==> src/rtl/jtb_pkg.sv <==
package jtb_pkg;
    typedef enum logic [1:0] {
        SQ_IDLE  = 2'd0,
        SQ_SETUP = 2'd1,
        SQ_CLOCK = 2'd2
    } seq_state_e;
endpackage

==> src/rtl/jtb_cmd_regs.sv <==
module jtb_cmd_regs #(
    parameter int DATA_W    = 32,
    parameter int MAX_DBL   = 57,
    parameter int CMD_WORDS = 4,
    parameter int ADDR_W    = 3,
    parameter int CNT_W     = 6,
    parameter int HP_W      = 8,
    parameter int SD_W      = 8,
    parameter int HP_RST    = 8,
    parameter int SD_RST    = 2
) (
    input  logic                        clk,
    input  logic                        rst_n,
    input  logic                        wr_en,
    input  logic [ADDR_W-1:0]           wr_addr,
    input  logic [DATA_W-1:0]           wr_data,
    input  logic                        lock,
    output logic [CNT_W-1:0]            count_o,
    output logic [CMD_WORDS*DATA_W-1:0] cmd_bits_o,
    output logic [HP_W-1:0]             half_o,
    output logic [SD_W-1:0]             sdly_o
);
    typedef struct packed {
        logic [CNT_W-1:0]            count;
        logic [CMD_WORDS*DATA_W-1:0] bits;
        logic [HP_W-1:0]             half;
        logic [SD_W-1:0]             sdly;
    } regs_t;

    regs_t q, d;

    always_comb begin
        d = q;
        if (wr_en && !lock) begin
            if (wr_addr == '0) begin
                // clamp against the whole word, not just the stored bits
                d.count = (wr_data > DATA_W'(MAX_DBL)) ? CNT_W'(MAX_DBL) : wr_data[CNT_W-1:0];
            end
            for (int w = 0; w < CMD_WORDS; w++) begin
                if (wr_addr == ADDR_W'(w + 1)) begin
                    d.bits[w*DATA_W +: DATA_W] = wr_data;
                end
            end
            if (wr_addr == ADDR_W'(CMD_WORDS + 1)) begin
                d.half = wr_data[HP_W-1:0];
            end
            if (wr_addr == ADDR_W'(CMD_WORDS + 2)) begin
                d.sdly = wr_data[SD_W-1:0];
            end
        end
    end

    always_ff @(posedge clk) begin
        if (!rst_n) begin
            q.count <= '0;
            q.bits  <= '0;
            q.half  <= HP_W'(HP_RST);
            q.sdly  <= SD_W'(SD_RST);
        end else begin
            q <= d;
        end
    end

    assign count_o    = q.count;
    assign cmd_bits_o = q.bits;
    assign half_o     = q.half;
    assign sdly_o     = q.sdly;
endmodule

==> src/rtl/jtb_seq.sv <==
module jtb_seq
    import jtb_pkg::*;
#(
    parameter int CNT_W   = 6,
    parameter int BITS_W  = 128,
    parameter int HP_W    = 8,
    parameter int SD_W    = 8
) (
    input  logic              clk,
    input  logic              rst_n,
    input  logic              start,
    input  logic [CNT_W-1:0]  count_i,
    input  logic [BITS_W-1:0] cmd_bits_i,
    input  logic [HP_W-1:0]   half_i,
    input  logic [SD_W-1:0]   sdly_i,
    output logic              busy_o,
    output logic              tck_o,
    output logic              tms_o,
    output logic              tdi_o,
    output logic              clr_o,
    output logic              cap_en_o,
    output logic [CNT_W-1:0]  cap_idx_o
);
    localparam int PH_W  = (HP_W + 1 > SD_W) ? HP_W + 1 : SD_W;
    localparam int IDX_W = $clog2(BITS_W);

    typedef struct packed {
        seq_state_e       state;
        logic [CNT_W-1:0] idx;
        logic [PH_W-1:0]  ph;
        logic             busy;
        logic             tck;
        logic             tms;
        logic             tdi;
    } seq_t;

    seq_t q, d;

    logic [PH_W-1:0]  h_eff, last_hi, last_ph, sd_eff;
    logic [CNT_W-1:0] nxt_idx;
    logic [IDX_W-1:0] bpos;

    always_comb begin
        h_eff   = (half_i == '0) ? PH_W'(1) : PH_W'(half_i);
        last_hi = h_eff - PH_W'(1);
        last_ph = (h_eff << 1) - PH_W'(1);
        sd_eff  = (PH_W'(sdly_i) > last_ph) ? last_ph : PH_W'(sdly_i);
        nxt_idx = q.idx + CNT_W'(1);
        bpos    = IDX_W'({nxt_idx, 1'b0});

        d        = q;
        clr_o    = 1'b0;
        cap_en_o = 1'b0;
        case (q.state)
            SQ_IDLE: begin
                if (start) begin
                    clr_o = 1'b1;
                    if (count_i != '0) begin
                        d.state = SQ_SETUP;
                        d.idx   = '0;
                        d.busy  = 1'b1;
                        d.tms   = cmd_bits_i[0];
                        d.tdi   = cmd_bits_i[1];
                    end
                end
            end
            SQ_SETUP: begin
                d.state = SQ_CLOCK;
                d.tck   = 1'b1;
                d.ph    = '0;
            end
            SQ_CLOCK: begin
                cap_en_o = (q.ph == sd_eff);
                d.ph     = q.ph + PH_W'(1);
                if (q.ph == last_hi) begin
                    d.tck = 1'b0;
                end
                if (q.ph == last_ph) begin
                    if (q.idx == count_i - CNT_W'(1)) begin
                        d.state = SQ_IDLE;
                        d.busy  = 1'b0;
                    end else begin
                        d.state = SQ_SETUP;
                        d.idx   = nxt_idx;
                        d.tms   = cmd_bits_i[bpos];
                        d.tdi   = cmd_bits_i[bpos + IDX_W'(1)];
                    end
                end
            end
            default: d.state = SQ_IDLE;
        endcase
    end

    always_ff @(posedge clk) begin
        if (!rst_n) begin
            q <= '{state: SQ_IDLE, default: '0};
        end else begin
            q <= d;
        end
    end

    assign busy_o    = q.busy;
    assign tck_o     = q.tck;
    assign tms_o     = q.tms;
    assign tdi_o     = q.tdi;
    assign cap_idx_o = q.idx;
endmodule

==> src/rtl/jtb_tdo_buf.sv <==
module jtb_tdo_buf #(
    parameter int DATA_W    = 32,
    parameter int TDO_WORDS = 2,
    parameter int CNT_W     = 6,
    parameter int RD_W      = 1
) (
    input  logic              clk,
    input  logic              rst_n,
    input  logic              clr,
    input  logic              cap_en,
    input  logic [CNT_W-1:0]  cap_idx,
    input  logic              tdo,
    input  logic [RD_W-1:0]   rd_idx,
    output logic [DATA_W-1:0] rd_data
);
    localparam int BUF_W = TDO_WORDS * DATA_W;

    logic [BUF_W-1:0] bits_d, bits_q;

    always_comb begin
        bits_d = bits_q;
        if (clr) begin
            bits_d = '0;
        end else if (cap_en) begin
            bits_d[cap_idx] = tdo;
        end
    end

    always_ff @(posedge clk) begin
        if (!rst_n) begin
            bits_q <= '0;
        end else begin
            bits_q <= bits_d;
        end
    end

    always_comb begin
        rd_data = '0;
        for (int w = 0; w < TDO_WORDS; w++) begin
            if (rd_idx == RD_W'(w)) begin
                rd_data = bits_q[w*DATA_W +: DATA_W];
            end
        end
    end
endmodule

==> src/rtl/jtag_burst_engine.sv <==
module jtag_burst_engine #(
    parameter int DATA_W  = 32,
    parameter int MAX_DBL = 57,
    parameter int HP_W    = 8,
    parameter int SD_W    = 8,
    parameter int HP_RST  = 8,
    parameter int SD_RST  = 2,
    localparam int DBL_PER_WORD = DATA_W / 2,
    localparam int CMD_WORDS    = (MAX_DBL + DBL_PER_WORD - 1) / DBL_PER_WORD,
    localparam int TDO_WORDS    = (MAX_DBL + DATA_W - 1) / DATA_W,
    localparam int CNT_W        = $clog2(MAX_DBL + 1),
    localparam int ADDR_W       = $clog2(CMD_WORDS + 3),
    localparam int RD_W         = (TDO_WORDS > 1) ? $clog2(TDO_WORDS) : 1
) (
    input  logic              clk,
    input  logic              rst_n,
    input  logic              wr_en,
    input  logic [ADDR_W-1:0] wr_addr,
    input  logic [DATA_W-1:0] wr_data,
    input  logic              start,
    output logic              busy,
    input  logic [RD_W-1:0]   rd_idx,
    output logic [DATA_W-1:0] rd_data,
    output logic              tck,
    output logic              tms,
    output logic              tdi,
    input  logic              tdo
);
    logic [CNT_W-1:0]            count_w;
    logic [CMD_WORDS*DATA_W-1:0] cmd_bits_w;
    logic [HP_W-1:0]             half_w;
    logic [SD_W-1:0]             sdly_w;
    logic                        clr_w, cap_en_w;
    logic [CNT_W-1:0]            cap_idx_w;

    jtb_cmd_regs #(
        .DATA_W(DATA_W), .MAX_DBL(MAX_DBL), .CMD_WORDS(CMD_WORDS), .ADDR_W(ADDR_W),
        .CNT_W(CNT_W), .HP_W(HP_W), .SD_W(SD_W), .HP_RST(HP_RST), .SD_RST(SD_RST)
    ) i_regs (
        .clk(clk), .rst_n(rst_n), .wr_en(wr_en), .wr_addr(wr_addr), .wr_data(wr_data),
        .lock(busy), .count_o(count_w), .cmd_bits_o(cmd_bits_w), .half_o(half_w),
        .sdly_o(sdly_w)
    );

    jtb_seq #(
        .CNT_W(CNT_W), .BITS_W(CMD_WORDS*DATA_W), .HP_W(HP_W), .SD_W(SD_W)
    ) i_seq (
        .clk(clk), .rst_n(rst_n), .start(start), .count_i(count_w), .cmd_bits_i(cmd_bits_w),
        .half_i(half_w), .sdly_i(sdly_w), .busy_o(busy), .tck_o(tck), .tms_o(tms),
        .tdi_o(tdi), .clr_o(clr_w), .cap_en_o(cap_en_w), .cap_idx_o(cap_idx_w)
    );

    jtb_tdo_buf #(
        .DATA_W(DATA_W), .TDO_WORDS(TDO_WORDS), .CNT_W(CNT_W), .RD_W(RD_W)
    ) i_tdo (
        .clk(clk), .rst_n(rst_n), .clr(clr_w), .cap_en(cap_en_w), .cap_idx(cap_idx_w),
        .tdo(tdo), .rd_idx(rd_idx), .rd_data(rd_data)
    );
endmodule

==> config.mk <==
export PLATFORM = sky130hd
export DESIGN_NAME = jtag_burst_engine
export DESIGN_NICKNAME = d
export VERILOG_FILES = /design/src/rtl/jtb_pkg.sv /design/src/rtl/jtb_cmd_regs.sv /design/src/rtl/jtb_seq.sv /design/src/rtl/jtb_tdo_buf.sv /design/src/rtl/jtag_burst_engine.sv
export SDC_FILE = /design/constraint.sdc
export NUM_CORES = 1
export LEC_CHECK = 0
export ABC_CLOCK_PERIOD_IN_PS = 5820
export BUFFER_PORTS_ARGS = -buffer_cell sky130_fd_sc_hd__buf_2
export CORE_MARGIN = 3
export CORE_UTILIZATION = 25
export CTS_CLUSTER_SIZE = 24
export DETAILED_ROUTE_END_ITERATION = 10
export GPL_ROUTABILITY_DRIVEN = 0
export SLEW_MARGIN = 20
export SYNTH_ARGS = -nofsm -noshare
export SYNTH_HDL_FRONTEND = slang
export SYNTH_SLANG_ARGS = --single-unit
==> constraint.sdc <==
create_clock -name clk -period 5.82 [get_ports clk]
set_clock_uncertainty 0.15 [all_clocks]
set_input_delay 0.873 -clock clk [delete_from_list [all_inputs] [get_ports clk]]
set_output_delay 0.873 -clock clk [all_outputs]
set_load 0.02 [all_outputs]
Yosys cells after proc, flatten, opt, wreduce, memory -nomap -nowiden
Cells that the tools add are included.
{"block": "totals", "ff_bits": 235, "latchBits": 0, "ramBits": 0, "romBits": 0, "output_inout_bits": 36, "elab_cells": 101, "mem_count": 0}
{"block": "classes", "addsub": 6, "multipliers": 0, "n_div": 0, "n_lt_le_gt_ge": 6, "eq_ne": 18, "shift": 0, "n_mux": 34, "n_bitwise": 1, "reduce_logical": 21}
{"operator": "bitwise mux 64 bit", "count": 1}
{"operator": "greater-than comparator 32 x 6 -> 1 bit, second input constant", "count": 1}
{"operator": "2-to-1 mux 32 bit", "count": 1}
{"operator": "2-to-1 mux 8 bit", "count": 4}
{"operator": "equality test 9 bit", "count": 3}
{"operator": "one-hot mux 9 bit (2 select lines)", "count": 1}
{"operator": "subtractor 9 x 1 -> 9 bit, second input constant", "count": 2}
{"operator": "< comparator 7 x 8 -> 1 bit, second input constant", "count": 2}
{"operator": "AND reduction 2 bit", "count": 8}
{"operator": "2-to-1 mux 1 bit", "count": 12}
{"operator": "2-to-1 mux 6 bit", "count": 2}
{"operator": "one-hot mux 6 bit (2 select lines)", "count": 1}
{"operator": "AND reduction 5 bit", "count": 2}
{"operator": "adder 9 x 1 -> 9 bit, second input constant", "count": 1}
{"operator": "equality test 3 bit, second input constant", "count": 3}
{"operator": "greater-than comparator 8 x 9 -> 1 bit", "count": 1}
{"operator": "2-to-1 mux 9 bit", "count": 1}
{"operator": "zero test 8 bit", "count": 1}
{"operator": "2-to-1 mux 2 bit", "count": 4}
{"operator": "!= test 2 x 1 -> 1 bit, second input constant", "count": 4}
{"operator": "adder 7 x 1 -> 7 bit, second input constant", "count": 1}
{"operator": "binary-select mux 1 bit (select 7 bit)", "count": 1}
{"operator": "< comparator 6 x 7 -> 1 bit, second input constant", "count": 1}
{"operator": "adder 6 x 1 -> 6 bit, second input constant", "count": 1}
{"operator": "22 further kinds", "count": 27}

Longest topological paths before layout
Gate-level depths: netlist of the first run.
{"block": "depth", "ltp_word": 7, "depth_mapped": 19, "mapped_depth_nobuf": 16}

Hierarchy
A second synthesis of the first run with hierarchy kept.
{"block": "unflattened", "cells_unflattened": 1340, "area_unflattened_um2": 12084.1}
{"mod": "jtb_cmd_regs", "n_inst": 1, "cells_per_inst": 665, "area_per_inst_um2": 5751.8, "seq_area_each_um2": 3002.9}
{"mod": "jtb_tdo_buf", "n_inst": 1, "cells_per_inst": 339, "area_per_inst_um2": 3199.3, "seq_area_each_um2": 1281.2}
{"mod": "jtb_seq", "n_inst": 1, "cells_per_inst": 336, "area_per_inst_um2": 3133.0, "seq_area_each_um2": 420.4}

Worst setup path after synthesis of the first run
OpenSTA, ideal clock, no wires.
{"block": "synth_path", "path_type": "register -> register", "startpoint": "register i_regs.q, in the netlist i_regs.half_o[4]", "endpoint": "register i_tdo.bits_q[49]", "setup_time_ns": 0.132, "t_arrival_ns": 3.484, "t_required_ns": 5.538, "slack_ns": 2.054, "stages_incl_launch_ff": 19, "n_path_buf": 3, "cell_sequence": "dfxtp_1 > buf_2 > nor4_4 > a21o_1 > inv_1 > ha_1 > or3b_4 > nor3_2 > xnor2_1 > ha_1 > nand3_1 > o21ai_0 > a21o_1 > xnor2_1 > and4b_1 > buf_6 > buf_6 > nand4b_1 > mux2i_1"}
{"block": "synth_via", "elab_chain_len": 7}
{"item": "from (decl)", "line_no": "jtb_cmd_regs.sv:30", "text": "regs_t q, d;"}
{"item": "zero test 8 bit", "line_no": "jtb_seq.sv:44", "text": "h_eff = (half_i == '0) ? PH_W'(1) : PH_W'(half_i);"}
{"item": "2-to-1 mux 8 bit *", "line_no": "jtb_seq.sv:44"}
{"item": "subtractor 9 x 1 -> 9 bit *", "line_no": "jtb_seq.sv:46", "text": "last_ph = (h_eff << 1) - PH_W'(1);"}
{"item": "greater-than comparator 8 x 9 -> 1 bit", "line_no": "jtb_seq.sv:47", "text": "sd_eff = (PH_W'(sdly_i) > last_ph) ? last_ph : PH_W'(sdly_i);"}
{"item": "2-to-1 mux 9 bit *", "line_no": "jtb_seq.sv:47"}
{"item": "equality test 9 bit *", "line_no": "jtb_seq.sv:73", "text": "cap_en_o = (q.ph == sd_eff);"}
{"item": "2-to-1 mux 1 bit *", "line_no": "jtb_seq.sv:54", "text": "case (q.state)"}
{"item": "to (signal assigned)", "line_no": "jtb_tdo_buf.sv:33", "text": "bits_q <= bits_d;"}
{"item": "to (decl)", "line_no": "jtb_tdo_buf.sv:18", "text": "logic [BUF_W-1:0] bits_d, bits_q;"}
Every way passes the cells marked *; elsewhere a longest branch is shown, timed or not.
A chain may end at the register's enable or synchronous reset.

Final worst setup path of the first run
{"block": "layout_path", "startpoint": "register i_regs.q, in the netlist i_regs.half_o[4]", "endpoint": "register i_tdo.bits_q[62]"}
The elaborated chain is that of the path after synthesis.

==> out/qor.tcl, run 1 <==
set qor(syn_area_per_cell_um2) 8.792
set qor(leakagePower_nw) 5.014
set qor(tritoncts) {yes}
set qor(wl_met2_mm) 15.17
set qor(slew_viol_final) 0
set qor(number_of_flip_flops_and_latches_in_the_synthesized_netlist) 235
set qor(grt_start_max_net_pins) 84
set qor(crit_path_start_kind) {flop}
set qor(root_cell_of_the_clock_tree) {clkbuf_16}
set qor(ctsHtreeMaxLevel) 1
set qor(globalRouteTotalUtil_pct) 12.98
set qor(synth.largest_area_cell) {dfxtp_1}
set qor(placed_cell_count) 1902
set qor(seq_power_share_pct) 45.6
set qor(drt_pre_antenna_iters) 5
set qor(yosysUniqueCellTypes) 64
set qor(setup_violations) 0
set qor(cts_hold_repair.buffers) 0
set qor(seq_area_frac_synth_pct) 40.69
set qor(timing.critical_path.buf_inv) 2
set qor(clock_path_buffers) 3
set qor(final_hold_viol_count) 0
set qor(layout-drive-gt1-share_pct) 17.98
set qor(detail_route.iter0.violations) 800
set qor(final_period_minus_worst_setup_slack_ns) 4.933
set qor(postSynth.topFlopCell) {dfxtp_1}
set qor(ff2ff_path_depth) 16
set qor(floorplan.die_area_um2) 48860
set qor(drt_drc_violations_left) 0
set qor(rsz_0062_raised_after_global_routing) {false}
set qor(vias_in_the_first_global_route) 9143
set qor(synthCells) 1315
set qor(report.power.total_mw) 3.712
set qor(clk_transition_reported_paths_ns) 0.06
set qor(crit_path_top_delay_cell) {and4b_2}
set qor(layout.nets) 1384
set qor(layout.cell_area.non_filler_um2) 13200
set qor(cts-resized-gates) 0
set qor(synth.net_count) 1371
set qor(vias) 9596
set qor(met1_length_mm) 15.01
set qor(io_buffers) 76
set qor(synth_largest_type_area_fraction_pct) 40.69
set qor(critPathArrivalTime_ns) 5.16
set qor(final_cell_count_no_fill) 1947
set qor(critPathMaxStageDelay_ns) 0.75
set qor(synthToLayoutAreaGrowth_pct) 14.21
set qor(worst_margin_pin_slew_ns) 1.084
set qor(antenna_violations_before_repair) 3
set qor(routed_wire_length_per_instance_um) 16.82
set qor(routed_wirelength_mm) 32.74
set qor(die_width_um) 221.0
set qor(worst-path-max-fanout) 37
set qor(run_status) {finished, final reports clean}
set qor(power_switching_mw) 1.013
set qor(relative_contribution_of_the_clock_network_to_total_power_pct) 42.8
set qor(avgViaCountPerCell) 4.929
set qor(highest_metal_layer_with_signal_wires) {met4}
set qor(core_area_um2) 45580
set qor(worstSetupPathType) {flop to flop}
set qor(post-cts-setup-buffer-count) 0
set qor(grt_overflow) 0
set qor(antenna_nets_post_route) 0
set qor(post_synth_edffs) 0
set qor(die_height_um) 221.0
set qor(grt_first_pass_wirelength_mm) 52.41
set qor(hold-worst-slack_ns) 0.3027
set qor(power.share.switching_pct) 27.30
set qor(final_min_period_over_clock_period_pct) 84.75
set qor(cell_area_reported_after_detailed_placement_um2) 12380
set qor(top_level_ports) 77
set qor(critical_path.top_delay_family) {simple AND/OR/NAND/NOR gates}
set qor(clk_latency_ns) 0.54
set qor(max_cap_violations) 0
set qor(achievable_freq_mhz) 202.7
set qor(p_int_mw) 2.699
set qor(routed-wl-met3_mm) 1.983
set qor(cts_sinks) 235
set qor(timing.setup.tns_ns) 0
set qor(critical_path_depth) 16
set qor(min-delay-path-class) {flop to flop}
set qor(slew_headroom_pct) 27.56
set qor(pwr-share-comb_pct) 11.6
set qor(yosysWarnings) 0
set qor(synth.top_cells.by_area) {dfxtp_1, nand2_1, mux4_2, mux2i_1, a21oi_1}
set qor(hpwlAfterDp_mm) 21.94
set qor(worstPathRequired_ns) 6.04
set qor(start_util_pct) 25.37
set qor(cts_made_buffers) 24
set qor(placementRows) 78
set qor(max-vdd-ir-drop_mv) 0.2215
set qor(cells_along_the_critical_path) {nor4_4 > a21o_1 > inv_1 > ha_1 > or3b_4 > nor3_2 > xnor2_1 > ha_1 > nand3_1 > o21ai_0 > a21o_1 > xnor2_1 > and4b_2 > buf_4 > nand4_1 > mux2i_1}
set qor(power.density_cell_area_nw_per_um2) 281.1
set qor(asyncSetResetFlopFracSynth_pct) 0
set qor(whs_path_depth) 2
set qor(syn-cell-area_um2) 11560
set qor(critPathCaptureType) {flop}
==> per-stage QoR <==
stage | util [%] | setup WS, ns
3_3_place_gp | 27.16 | 1.095
4_1_cts | 28.93 | 0.8886
6_report | 28.97 | 0.8874
5_1_grt | 28.97 | 0.4918
3_5_place_dp | 27.16 | 0.9439
2_1_floorplan | - | 2.054
==> logic make-up after synthesis <==
logic type               share of synthesized area (%)
AO/OA/AOI/OAI                                    10.57
XOR/XNOR                                         2.727
adder cells (fa/ha/maj)                          1.623
buffers and inverters                            5.043
flip-flops                                       40.69
multiplexers                                     18.19
AND/OR/NAND/NOR                                  21.15
==> final cells by class <==
cell class / instances / area [um^2]
Inverter: 23 / 88.84
Tap cell: 600 / 750.7
Fill cell: 4805 / 32370
Clock inverter: 12 / 123.9
Sequential cell: 235 / 4706
Antenna cell: 1 / 2.502
Multi-Input combinational cell: 949 / 6329
Clock buffer: 32 / 680.7
Timing Repair Buffer: 95 / 523.0
==> power groups by stage <==
stage               Combinational, mW  Clock (mW)  Sequential [mW]
floorplan                       0.324           0             1.72
global placement                0.421           0             1.73
detailed placement              0.430           0             1.73
CTS                             0.432        1.62             1.69
global route                    0.474        1.70             1.70
finish                          0.432        1.59             1.69
==> placed cells by master, fill, tap and decap left out, drive strengths merged, types with 2 or more instances in the layout <==
cell type and instances:
a211oi 3, a21o 9, a21oi 147, and2 2
and3 3, and3b 2, buf 95, bufinv 2
clkbuf 32, clkinv 9, dfxtp 235, ha 15
inv 23, mux2 33, mux2i 83, mux4 40
nand2 352, nand2b 3, nand3 12, nand3b 2
nand4 63, nand4b 9, nor2 45, nor3 13
nor3b 8, nor4 12, o2111ai 2, o211ai 4
o21a 3, o21ai 11, o221a 6, o22ai 5
o2bb2ai 5, or3 6, xnor2 24, xor2 12
==> final timing paths <==
kind	slack, ns	end	from
worst max-delay path	0.89	i_tdo.bits_q[62]	i_regs.half_o[4]
worst min-delay path	0.30	i_regs.cmd_bits_o[64]	i_regs.cmd_bits_o[64]
worst max register to register	0.89	i_tdo.bits_q[62]	i_regs.half_o[4]
worst min register to register	0.30	i_regs.cmd_bits_o[64]	i_regs.cmd_bits_o[64]
==> Yosys cell counts, drive strengths merged, types with 2 or more instances <==
master     n
nor3      13
nand4     63
mux2      33
inv       22
buf       25
dfxtp    235
xor2      12
nor2      45
nand2b     3
o21ai     11
and3       3
nand3     12
clkbuf    83
a21oi    147
nor3b      8
o221a      6
nand4b     9
nand2    352
nand3b     2
a21o       9
o2bb2ai    5
and3b      2
mux4      40
nor4      12
a211oi     3
o22ai      5
or3        6
o2111ai    2
o211ai     4
mux2i     83
ha        15
o21a       3
xnor2     24
and2       2
==> metal layers <==
| metal | track usage (%) | vias to the layer above |
|---|---|---|
| met4 | 2.576 | 0 |
| li1 | - | 4622 |
| met3 | 2.308 | 45 |
| met2 | 20.75 | 275 |
| met5 | 0 | - |
| met1 | 18.44 | 4654 |
==> state kept, by name, indices dropped and copies added, names as in the netlist <==
name / count
i_regs.cmd_bits_o: 128
i_regs.count_o: 6
i_regs.half_o: 8
i_regs.sdly_o: 8
i_seq.busy_o: 1
i_seq.cap_idx_o: 6
i_seq.q: 11
i_seq.tck_o: 1
i_seq.tdi_o: 1
i_seq.tms_o: 1
i_tdo.bits_q: 64
==> worst register-to-register path, cell delays in order (launching register included) <==
cell,delay (ns)
dfxtp_1,0.54
nor4_4,0.12
a21o_1,0.24
inv_1,0.09
ha_1,0.18
or3b_4,0.41
nor3_2,0.20
xnor2_1,0.15
ha_1,0.33
nand3_1,0.10
o21ai_0,0.53
a21o_1,0.23
xnor2_1,0.11
and4b_2,0.75
buf_4,0.35
nand4_1,0.14
mux2i_1,0.16
Note: power is estimated with default switching activity, not from simulation.
==> inputs of run 2 (changes only) <==
- ABC_CLOCK_PERIOD_IN_PS: 5820 -> 4200
- clock period: 5.82 -> 4.2 ns (I/O delays scaled with it)
==> run 2 against run 1 <==
  * Combinational power grew 47%
  * First-iteration DRC count fell by 12%
  * Count of clock-buffer cells in the layout increased by 6
  * Sequential cell count unchanged
  * Sequential power is 39% higher
  * Utilization up 0.24 points
  * Design area rose by 0.82%
  * Cell count rose by 0.46%
  * Non-clock buffer count increased by 11
  * Via count grew 0.77%
  * Total power is 37% higher
  * Critical path type unchanged
  * Critical endpoint is now i_tdo.bits_q[26]
  * Largest cell class unchanged
  * Largest power group unchanged
==> out/qor.tcl, run 2 (synthesized netlist as in run 1, its figures left out) <==
set qor(run_status) {finished, final reports clean}
set qor(die_height_um) 221.0
set qor(top_level_ports) 77
set qor(tritoncts) {yes}
set qor(whs_path_depth) 3
set qor(antenna_violations_before_repair) 2
set qor(r2r_setup_slack_ns) 0.22
set qor(die_width_um) 221.0
set qor(p_int_mw) 3.684
set qor(power.share.switching_pct) 27.60
set qor(clk_transition_reported_paths_ns) 0.06
set qor(grt_first_pass_wirelength_mm) 52.76
set qor(seq_power_share_pct) 46.1
set qor(vias) 9670
set qor(n_antenna_cell) 0
set qor(clock_path_buffers) 3
set qor(mostFrequentLayoutCells) {nand2_1, dfxtp_1, a21oi_1, mux2i_1, buf_2}
set qor(leakagePower_nw) 5.059
set qor(final_cell_count_no_fill) 1956
set qor(layout.nets) 1396
set qor(max_cap_violations) 0
set qor(slew_viol_final) 0
set qor(cts_hold_repair.buffers) 0
set qor(worst-path-max-fanout) 32
set qor(final_period_minus_worst_setup_slack_ns) 3.981
set qor(timing.setup.tns_ns) 0
set qor(setup_violations) 0
set qor(floorplan.die_area_um2) 48860
set qor(final_hold_viol_count) 0
set qor(slew_headroom_pct) 26.93
set qor(detail_route.iter0.violations) 708
set qor(placementRows) 78
set qor(drt_pre_antenna_iters) 5
set qor(layout_commonest_cell) {nand2_1}
set qor(power.density_cell_area_nw_per_um2) 382.2
set qor(io_buffers) 76
set qor(final_min_period_over_clock_period_pct) 94.78
set qor(pwr-share-comb_pct) 12.4
set qor(worstSetupPathType) {flop to flop}
set qor(ff2ff_path_depth) 17
set qor(hpwlAfterDp_mm) 21.91
set qor(routed_wirelength_mm) 33.06
set qor(globalRouteTotalUtil_pct) 13.02
set qor(relative_contribution_of_the_clock_network_to_total_power_pct) 41.4
set qor(largest_register_ff_count) 128
set qor(cell_area_reported_after_detailed_placement_um2) 12490
set qor(hold-worst-slack_ns) 0.2296
set qor(report.power.total_mw) 5.088
set qor(synthToLayoutAreaGrowth_pct) 15.15
set qor(layout.cell_area.non_filler_um2) 13310
set qor(clk_latency_ns) 0.54
set qor(power_switching_mw) 1.404
set qor(cts_sinks) 235
set qor(max-vdd-ir-drop_mv) 0.3023
set qor(worst_margin_pin_slew_ns) 1.094
set qor(placed_cell_count) 1911
set qor(min-delay-path-class) {primary input to flop}
set qor(grt_overflow) 0
set qor(root_cell_of_the_clock_tree) {clkbuf_16}
set qor(grt_start_max_net_pins) 91
set qor(antenna_nets_post_route) 0
set qor(start_util_pct) 25.37
set qor(crit_path_start_kind) {flop}
set qor(cts_made_buffers) 25
set qor(layout-drive-gt1-share_pct) 18.51
set qor(achievable_freq_mhz) 251.2
set qor(critPathCaptureType) {flop}
set qor(routed_wire_length_per_instance_um) 16.90
set qor(core_area_um2) 45580
set qor(drt_drc_violations_left) 0
set qor(critPathArrivalTime_ns) 4.21
set qor(ctsHtreeMaxLevel) 1
set qor(worstPathRequired_ns) 4.43
set qor(avgViaCountPerCell) 4.944
set qor(vias_in_the_first_global_route) 9343
==> run 2: cell types whose count changed in the layout (fill, tap and decap cells not counted), sizes merged <==
cell | previous run | this run
buf | 95 | 105
inv | 23 | 26
bufinv | 2 | 0
clkinv | 9 | 1
clkbuf | 32 | 39
diode | 1 | 0
==> run 2: timing repair <==
action / 4_1_cts / 5_1_grt
setup buffers: 0 / 1
gates resized for setup: 0 / 4
endpoints found under the setup margin: 0 / 64
==> run 2: per-layer routing <==
layer	part of all wire, %	track usage (%)	vias up
met4	2.1	2.929	2
met2	46	20.48	246
met1	46	18.48	4721
li1	-	-	4652
met3	5.6	2.547	49
met5	0.039	0	-
==> run 2: path summary, 6_finish.rpt <==
kind | endpoint | startpoint
worst max-delay path | i_tdo.bits_q[26] | i_regs.half_o[6]
worst min-delay path | i_regs.cmd_bits_o[125] | wr_data[29]
worst max register to register | i_tdo.bits_q[26] | i_regs.half_o[6]
worst min register to register | i_regs.cmd_bits_o[56] | i_regs.cmd_bits_o[56]
==> run 2: critical path: stages, from the launching register on <==
cell	delay, ns
dfxtp_1	0.33
nor4_4	0.37
a21o_1	0.24
inv_1	0.09
ha_1	0.20
or3b_4	0.27
nor3_4	0.05
xnor2_1	0.21
ha_1	0.29
nand3_1	0.10
nor2_1	0.08
a41oi_4	0.27
a21o_1	0.15
a21oi_1	0.05
and4b_2	0.40
clkbuf_16	0.26
nand4_1	0.14
mux2i_1	0.17
==> run 2: per-stage QoR <==
step | util [%] | setup slack (ns)
detailed placement | 27.41 | 0.1477
global placement | 27.39 | 0.2663
CTS | 29.08 | 0.1316
global route | 29.21 | -0.005597
finish | 29.21 | 0.2191
floorplan | - | 0.4340
==> run 2: area by class of cell <==
class                           count  area [um^2]
Clock inverter                      5        38.79
Tap cell                          600        750.7
Timing Repair Buffer              106        660.6
Sequential cell                   235         4708
Inverter                           23        88.84
Fill cell                        4797        32260
Clock buffer                       38        724.4
Multi-Input combinational cell    949         6341
==> run 2: power groups by stage <==
| stage | clock (mW) | sequential [mW] | combinational (mW) |
|---|---|---|---|
| 2_1_floorplan | 0 | 2.38 | 0.450 |
| 3_3_place_gp | 0 | 2.39 | 0.600 |
| 3_5_place_dp | 0 | 2.40 | 0.610 |
| 4_1_cts | 2.16 | 2.35 | 0.610 |
| 5_1_grt | 2.25 | 2.36 | 0.695 |
| 6_report | 2.11 | 2.35 | 0.633 |
